===== src/rtl/jlu_pkg.sv =====
package jlu_pkg;
  localparam int WORD_W = 13;
  localparam int SYL_W  = 3;
  localparam int SYL_PER_WORD = 6;
  localparam int HALF_SYL = SYL_PER_WORD / 2;
  localparam int ADDR_W = WORD_W + SYL_W;
  localparam int COND_W = 4;

  typedef logic [WORD_W-1:0] word_t;

  typedef struct packed {
    word_t            word;
    logic [SYL_W-1:0] syl;
  } addr_t;

  typedef enum logic [2:0] {
    OP_NONE  = 3'd0,
    OP_JUMP  = 3'd1,
    OP_CALL  = 3'd2,
    OP_EXIT  = 3'd3,
    OP_LOOP  = 3'd4,
    OP_LRD   = 3'd5,
    OP_LWR   = 3'd6
  } op_e;

  typedef enum logic [COND_W-1:0] {
    C_ALWAYS  = 4'd0,
    C_EQ      = 4'd1,
    C_NEG     = 4'd2,
    C_POS     = 4'd3,
    C_ZERO    = 4'd4,
    C_OVF     = 4'd5,
    C_RS_EMPTY= 4'd6,
    C_TR      = 4'd7,
    C_NEST_E  = 4'd8,
    C_CZERO   = 4'd9
  } cond_e;

  // Advance a return address by h half-words (three syllables each).
  function automatic addr_t skip_halves(addr_t a, logic [1:0] h);
    logic [4:0] tot;
    addr_t r;
    tot = 5'(a.syl) + 5'(h) * 5'(HALF_SYL);
    r = a;
    if (tot >= 5'(2*SYL_PER_WORD)) begin
      r.word = a.word + WORD_W'(2);
      r.syl  = SYL_W'(tot - 5'(2*SYL_PER_WORD));
    end else if (tot >= 5'(SYL_PER_WORD)) begin
      r.word = a.word + WORD_W'(1);
      r.syl  = SYL_W'(tot - 5'(SYL_PER_WORD));
    end else begin
      r.syl  = SYL_W'(tot);
    end
    return r;
  endfunction
endpackage


===== src/rtl/jlu_cond.sv =====
module jlu_cond
  import jlu_pkg::*;
(
  input  logic [COND_W-1:0] cond_i,
  input  logic              sense_i,
  input  logic              eq_i,
  input  logic              neg_i,
  input  logic              pos_i,
  input  logic              zero_i,
  input  logic              ovf_i,
  input  logic              rs_empty_i,
  input  logic              tr_i,
  input  logic              nest_empty_i,
  input  logic              cnt_zero_i,
  output logic              hit_o
);
  logic raw;

  always_comb begin
    case (cond_i)
      C_EQ:       raw = eq_i;
      C_NEG:      raw = neg_i;
      C_POS:      raw = pos_i;
      C_ZERO:     raw = zero_i;
      C_OVF:      raw = ovf_i;
      C_RS_EMPTY: raw = rs_empty_i;
      C_TR:       raw = tr_i;
      C_NEST_E:   raw = nest_empty_i;
      C_CZERO:    raw = cnt_zero_i;
      default:    raw = 1'b0;
    endcase
    if (cond_i == C_ALWAYS) hit_o = 1'b1;
    else                    hit_o = sense_i ? raw : ~raw;
  end

  always_comb begin
    if (cond_i == C_ALWAYS)
      AST_ALWAYS_TAKEN: assert (hit_o);
  end
endmodule


===== src/rtl/jlu_stack.sv =====
module jlu_stack #(
  parameter int DEPTH = 16,
  parameter int W     = 16,
  localparam int CNT_W = $clog2(DEPTH + 1),
  localparam int IDX_W = (DEPTH > 1) ? $clog2(DEPTH) : 1
) (
  input  logic             clk_i,
  input  logic             rst_ni,
  input  logic             push_i,
  input  logic             pop_i,
  input  logic             wr_i,
  input  logic [W-1:0]     din_i,
  output logic [W-1:0]     top_o,
  output logic             empty_o,
  output logic             full_o,
  output logic [CNT_W-1:0] depth_o
);
  logic [W-1:0]     mem [DEPTH];
  logic [CNT_W-1:0] cnt;
  logic [IDX_W-1:0] top_idx, push_idx;

  assign empty_o  = (cnt == '0);
  assign full_o   = (cnt == CNT_W'(DEPTH));
  assign depth_o  = cnt;
  assign top_idx  = IDX_W'(cnt - CNT_W'(1));
  assign push_idx = IDX_W'(cnt);
  assign top_o    = empty_o ? '0 : mem[top_idx];

  always_ff @(posedge clk_i or negedge rst_ni) begin
    if (!rst_ni) cnt <= '0;
    else if (push_i && !full_o) cnt <= cnt + CNT_W'(1);
    else if (pop_i && !empty_o) cnt <= cnt - CNT_W'(1);
  end

  always_ff @(posedge clk_i) begin
    if (push_i && !full_o)       mem[push_idx] <= din_i;
    else if (wr_i && !empty_o)   mem[top_idx]  <= din_i;
  end

  AST_NO_OVERFLOW: assert property (@(posedge clk_i) disable iff (!rst_ni)
    cnt <= CNT_W'(DEPTH));
  AST_FULL_PUSH_HOLD: assert property (@(posedge clk_i) disable iff (!rst_ni)
    push_i && full_o |=> $stable(cnt));
  AST_PUSH_INC: assert property (@(posedge clk_i) disable iff (!rst_ni)
    push_i && !full_o |=> cnt == $past(cnt) + CNT_W'(1));
  AST_POP_DEC: assert property (@(posedge clk_i) disable iff (!rst_ni)
    pop_i && !push_i && !empty_o |=> cnt == $past(cnt) - CNT_W'(1));
  AST_WR_KEEP: assert property (@(posedge clk_i) disable iff (!rst_ni)
    wr_i && !push_i && !pop_i |=> $stable(cnt));
endmodule


===== src/rtl/jump_link_unit.sv =====
module jump_link_unit
  import jlu_pkg::*;
#(
  parameter int DEPTH = 16,
  localparam int CNT_W = $clog2(DEPTH + 1)
) (
  input  logic              clk_i,
  input  logic              rst_ni,
  input  logic [2:0]        op_i,
  input  logic [COND_W-1:0] cond_i,
  input  logic              sense_i,
  input  logic [1:0]        halves_i,
  input  logic              tgt_eh_i,
  input  logic [3:0]        tgt_em_i,
  input  logic [7:0]        tgt_el_i,
  input  logic [SYL_W-1:0]  tgt_syl_i,
  input  logic [WORD_W-1:0] cur_word_i,
  input  logic [WORD_W-1:0] seq_word_i,
  input  logic [SYL_W-1:0]  seq_syl_i,
  input  logic              eq_i,
  input  logic              neg_i,
  input  logic              pos_i,
  input  logic              zero_i,
  input  logic              ovf_set_i,
  input  logic              tr_i,
  input  logic              nest_empty_i,
  input  logic              cnt_zero_i,
  input  logic [ADDR_W-1:0] link_i,
  output logic              jump_o,
  output logic [WORD_W-1:0] next_word_o,
  output logic [SYL_W-1:0]  next_syl_o,
  output logic [ADDR_W-1:0] link_o,
  output logic [CNT_W-1:0]  depth_o,
  output logic              ovf_o,
  output logic              fault_o
);
  op_e   op;
  addr_t tgt, seq, top, dest, push_val;
  logic  hit, empty, full, push, pop, wr, misuse, ovf_test;

  assign op  = op_e'(op_i);
  assign tgt = '{word: {tgt_eh_i, tgt_em_i, tgt_el_i}, syl: tgt_syl_i};
  assign seq = '{word: seq_word_i, syl: seq_syl_i};

  jlu_cond u_cond (
    .cond_i      (cond_i),
    .sense_i     (sense_i),
    .eq_i        (eq_i),
    .neg_i       (neg_i),
    .pos_i       (pos_i),
    .zero_i      (zero_i),
    .ovf_i       (ovf_o),
    .rs_empty_i  (empty),
    .tr_i        (tr_i),
    .nest_empty_i(nest_empty_i),
    .cnt_zero_i  (cnt_zero_i),
    .hit_o       (hit)
  );

  jlu_stack #(.DEPTH(DEPTH), .W(ADDR_W)) u_stack (
    .clk_i  (clk_i),
    .rst_ni (rst_ni),
    .push_i (push),
    .pop_i  (pop),
    .wr_i   (wr),
    .din_i  (push_val),
    .top_o  (top),
    .empty_o(empty),
    .full_o (full),
    .depth_o(depth_o)
  );

  assign push_val = push ? seq : addr_t'(link_i);
  assign link_o   = top;

  always_comb begin
    jump_o = 1'b0;
    dest   = tgt;
    push   = 1'b0;
    pop    = 1'b0;
    wr     = 1'b0;
    misuse = 1'b0;
    case (op)
      OP_JUMP: jump_o = hit;
      OP_CALL: begin
        if (full) misuse = 1'b1;
        else begin jump_o = 1'b1; push = 1'b1; end
      end
      OP_EXIT: begin
        dest = skip_halves(top, halves_i);
        if (empty) misuse = 1'b1;
        else begin jump_o = 1'b1; pop = 1'b1; end
      end
      OP_LOOP: begin
        dest = '{word: cur_word_i - WORD_W'(1), syl: '0};
        jump_o = ~cnt_zero_i;
      end
      OP_LRD: begin
        if (empty) misuse = 1'b1;
        else pop = 1'b1;
      end
      OP_LWR: begin
        if (empty) misuse = 1'b1;
        else wr = 1'b1;
      end
      default: ;
    endcase
  end

  assign next_word_o = jump_o ? dest.word : seq_word_i;
  assign next_syl_o  = jump_o ? dest.syl  : seq_syl_i;
  assign ovf_test    = (op == OP_JUMP) && (cond_i == C_OVF);

  always_ff @(posedge clk_i or negedge rst_ni) begin
    if (!rst_ni) begin
      ovf_o   <= 1'b0;
      fault_o <= 1'b0;
    end else begin
      ovf_o   <= ovf_set_i | (ovf_o & ~ovf_test);
      fault_o <= fault_o | misuse;
    end
  end

  AST_FAULT_STICKY: assert property (@(posedge clk_i) disable iff (!rst_ni)
    fault_o |=> fault_o);
  AST_FULL_CALL_NOJUMP: assert property (@(posedge clk_i) disable iff (!rst_ni)
    op_i == 3'd2 && depth_o == CNT_W'(DEPTH) |-> !jump_o);
  AST_EMPTY_EXIT_FAULT: assert property (@(posedge clk_i) disable iff (!rst_ni)
    op_i == 3'd3 && depth_o == '0 |=> fault_o);
  AST_OVF_CLEAR: assert property (@(posedge clk_i) disable iff (!rst_ni)
    op_i == 3'd1 && cond_i == 4'd5 && !ovf_set_i |=> !ovf_o);
  AST_LOOP_SYL0: assert property (@(posedge clk_i) disable iff (!rst_ni)
    op_i == 3'd4 && jump_o |-> next_syl_o == '0);
  AST_NONJUMP_OPS: assert property (@(posedge clk_i) disable iff (!rst_ni)
    (op_i == 3'd0 || op_i == 3'd5 || op_i == 3'd6) |-> !jump_o && next_word_o == seq_word_i);
endmodule


===== config.mk =====
export PLATFORM = sky130hd
export DESIGN_NAME = jump_link_unit
export DESIGN_NICKNAME = d
export VERILOG_FILES = /design/src/rtl/jlu_pkg.sv /design/src/rtl/jlu_cond.sv /design/src/rtl/jlu_stack.sv /design/src/rtl/jump_link_unit.sv
export SDC_FILE = /design/constraint.sdc
export NUM_CORES = 1
export LEC_CHECK = 0
export ABC_AREA = 1
export BUFFER_PORTS_ARGS = -buffer_cell sky130_fd_sc_hd__clkbuf_2
export CORE_AREA = 2 2 162 164
export DETAILED_ROUTE_END_ITERATION = 10
export DIE_AREA = 0 0 164 166
export GPL_ROUTABILITY_DRIVEN = 0
export GPL_TIMING_DRIVEN = 0
export PLACE_DENSITY = 0.69
export SLEW_MARGIN = 10
export SYNTH_ARGS = -nofsm -noshare
export SYNTH_HDL_FRONTEND = slang
export SYNTH_SLANG_ARGS = --single-unit

===== constraint.sdc =====
create_clock -name clk_i -period 17.4 [get_ports clk_i]
set_clock_uncertainty 0.15 [all_clocks]
set_input_delay 3.48 -clock clk_i [delete_from_list [all_inputs] [get_ports clk_i]]
set_output_delay 3.48 -clock clk_i [all_outputs]
set_load 0.02 [all_outputs]

==> summary.txt <==
Detailed routing
  • Initial drt markers: roughly 1200
  • Routed len/inst: around 22 µm
  • DRT Pass-1 Iters: 5
  • Total number of vias: 10154
  • DRC errors left: 0
  • Final WL: just under 40000 µm
  • Routed vias/inst: 5.83
  • Post-DRT Antenna Nets: 0

Run
  • Max-cap violations: 0

Layout
  • Fin util: 0.576
  • Final Net Count: between 1000 and 1500
  • Register Area: 0.00786 mm²
  • Fin area: between 0.01 and 0.015 mm²
  • Post-synthesis to final-layout area growth: 17.3%
  • Layout cells sized above 1: 0.210
  • Layout Cells excl Fill: around 1700
  • Multi-input logic area: between 0.004 and 0.005 mm²
  • ANT cells: 0
  • Fill count: between 2000 and 2500

Worst setup path
  • Arrival @ worst endpoint: between 7 and 8 ns
  • FF-to-FF End: u_stack.mem[7][10]
  • Most used cell, CP: nand2_1
  • R2r setup slk: 12.09 ns
  • R2r startpoint: u_stack.depth_o[0]
  • Critical Path RT: 13.77 ns
  • Critical path class: reg -> out
  • R2R cell count: 16
  • Critical path startpoint category: register
  • Crit path max fanout: 11
  • Worst Setup EP: next_word_o[12]
  • CP Capture Type: output pin
  • CP max stage cell: clkbuf_1
  • Slowest Stage Delay on Critical Path: between 0.5 and 0.6 ns
  • Crit path from: u_stack.depth_o[0]

Status
  • Status: finished, final reports clean

Power and ir drop
  • Peak supply drop: 0.106 mV
  • Clk pwr share: 0.190
  • Logic pwr share: 0.563
  • Net Sw Power: approximately 1.5 mW
  • Static leakage: just under 6 nW
  • Flop pwr share: 0.247
  • Switching share of power: 0.486
  • Pwr/cell area: between 200 and 250 mW/mm²
  • Internal power: ~1.6 mW

Timing
  • Final setup vio count: 0
  • RSZ-0062 raised after global routing: no
  • Setup TNS: 0 ns
  • Period utilisation layout: 0.646
  • Tmin final: between 10 and 15 ns
  • Hold Fails Final Rpt: 0
  • Slew Limit Fails: 0
  • Hold WS: between 0.3 and 0.4 ns
  • Slew @ Worst Pin: approximately 1.1 ns
  • Peak Freq: 0.0890 GHz
  • Slew HR: 0.279

Synth
  • Number of distinct library cells after synthesis: 45
  • Register bit total from synthesis: between 200 and 300
  • Synth Net Count: ~1300
  • Seq/Total Area, Yosys: 0.625
  • Mapped Cells: between 1000 and 1500
  • Synthesized area: around 0.013 mm²
  • Post-Syn Area per Cell: between 10 and 15 µm²
  • Syn. warnings: 0

Placement
  • Port Buffers: 120
  • DP Area: between 0.01 and 0.015 mm²
  • Post-Place Cells: 1694
  • DP Wirelength: 26400 µm

CTS
  • CTS Buf Count: 26
  • Reg clk slew, reported paths: ~0.060 ns
  • CTS tree: yes
  • Hold Buf Count CTS: 0
  • Postcts setup bufs: 0
  • Clock sinks: roughly 260
  • Worst skew pair latency: 0.54 ns
  • H-tree Lvls: 1
  • Root Buffer: clkbuf_16
  • Clock Tree Buf Depth: 3
  • PostCTS Resize Cnt: 0

Die
  • Die Width: ~160 µm
  • Die height: ~170 µm
  • Die area: around 0.027 mm²
  • Io pins: 121
  • Core region area: ~0.026 mm²
  • Initial Util: 0.491
  • Row cnt: 59

Global routing
  • GR Util All Layers: 0.283
  • First-pass GRT wire length: between 50000 and 60000 µm
  • Initial antenna violation count: 0
  • Largest net degree at the start of global routing: 17
  • Total grt overflow: 0
  • Vias in the first global route: 9641

Worst hold path
  • Worst Hold Class: reg -> reg
## state kept, by name, summed over array words and instances, names as in the netlist
register	cells
fault_o	1
u_stack.mem	256
u_stack.depth_o	5
ovf_o	1
## worst max-delay path, delay by kind of cell (launching register included)
kind | cells | cell delay, ns
compound gates | 4 | 0.70
buf+inv | 15 | 3.10
flops | 1 | 0.43
simple gates | 8 | 1.18
fa+ha+maj | 5 | 1.60
## through the flow
stage	setup slack, ns	total power, mW
after global routing	5.79	3.25
after global placement	6.86	2.41
final	6.16	3.07
after detailed placement	6.84	2.46
after CTS	6.23	3.04
after floorplan	7.84	1.93
## power groups by stage
stage | combinational (mW) | clock (mW) | sequential (mW)
global placement | 1.64 | 0 | 0.772
detailed placement | 1.69 | 0 | 0.772
global route | 1.87 | 0.612 | 0.761
CTS | 1.70 | 0.584 | 0.758
finish | 1.73 | 0.585 | 0.759
floorplan | 1.15 | 0 | 0.775
## synthesized netlist by cell type (all sizes together)
| library cell | n | area share |
|---|---|---|
| a32o | 5 | 0.0040 |
| nor2 | 95 | 0.034 |
| fa | 2 | 0.0032 |
| nor3 | 13 | 0.0060 |
| a21o | 1 | 0.00060 |
| buf | 44 | 0.023 |
| dfrtp | 7 | 0.014 |
| xor2 | 6 | 0.0042 |
| xnor2 | 1 | 0.00070 |
| o22ai | 2 | 0.00099 |
| o2111ai | 1 | 0.00070 |
| a22o | 1 | 0.00070 |
| a21oi | 42 | 0.018 |
| o221ai | 2 | 0.0014 |
| nand3 | 222 | 0.096 |
| a221oi | 6 | 0.0042 |
| edfxtp | 256 | 0.61 |
| nand2 | 359 | 0.11 |
| a22oi | 11 | 0.0066 |
| ha | 11 | 0.011 |
| o211ai | 3 | 0.0018 |
| inv | 64 | 0.020 |
| a31oi | 2 | 0.00099 |
| nand3b | 2 | 0.0012 |
| o21ai | 37 | 0.015 |
| clkbuf | 17 | 0.0051 |
| or2 | 6 | 0.0030 |
| nand4 | 9 | 0.0045 |
## cell families after synthesis
group,Yosys count,synth area share
AND/OR/NAND/NOR,706,0.254
AO/OA/AOI/OAI,113,0.0542
buffers and inverters,125,0.0476
adder cells (fa/ha/maj),13,0.0141
flip-flops,263,0.625
XOR/XNOR,7,0.00487
## how the worst min path moves through the flow
stage / start / to / slack (ns) / depth (start not counted)
after CTS: fault_o / fault_o / 0.34 / 1
after floorplan: fault_o / fault_o / 0.44 / 1
after global placement: fault_o / fault_o / 0.34 / 1
after global routing: fault_o / fault_o / 0.35 / 1
after detailed placement: fault_o / fault_o / 0.33 / 1
final: fault_o / fault_o / 0.33 / 1
## area by class of cell
cell class	count	share of cell area
repair buffers	132	0.0534
clock inverters	19	0.0138
plain buffers	61	0.0237
inverters	64	0.0170
clock buffers	29	0.0463
multi-input cells	839	0.285
well taps	335	0.0284
flip-flops and latches	263	0.533
## metal layers
metal  part of all wire  routed length, µm  global-route usage
met1               0.40              15500               0.391
met2               0.46              17800               0.446
met3               0.11               4120              0.0522
met4              0.037               1430               0.106
met5                  0                  0                   0
## placed cells by master, fill, tap and decap left out, types with 6 or more instances in the layout
master     instances
dfrtp_1            7
nor3_1            11
nor2_2            16
o21ai_1           13
nor2_1            66
buf_4             18
a21oi_1           39
nand3_1          205
nor2_4            12
xor2_1             6
clkbuf_2         120
inv_1             52
inv_2              9
o21ai_0           24
nand4_1            9
clkbuf_16         27
clkinv_2           6
edfxtp_1         256
buf_2             24
nand2_1          349
nand2_2            6
clkbuf_1          19
ha_1              11
or2_2              6
a221oi_1           6
a22oi_1           11
nand3_2           16
Power figures use the tool's default switching activity.
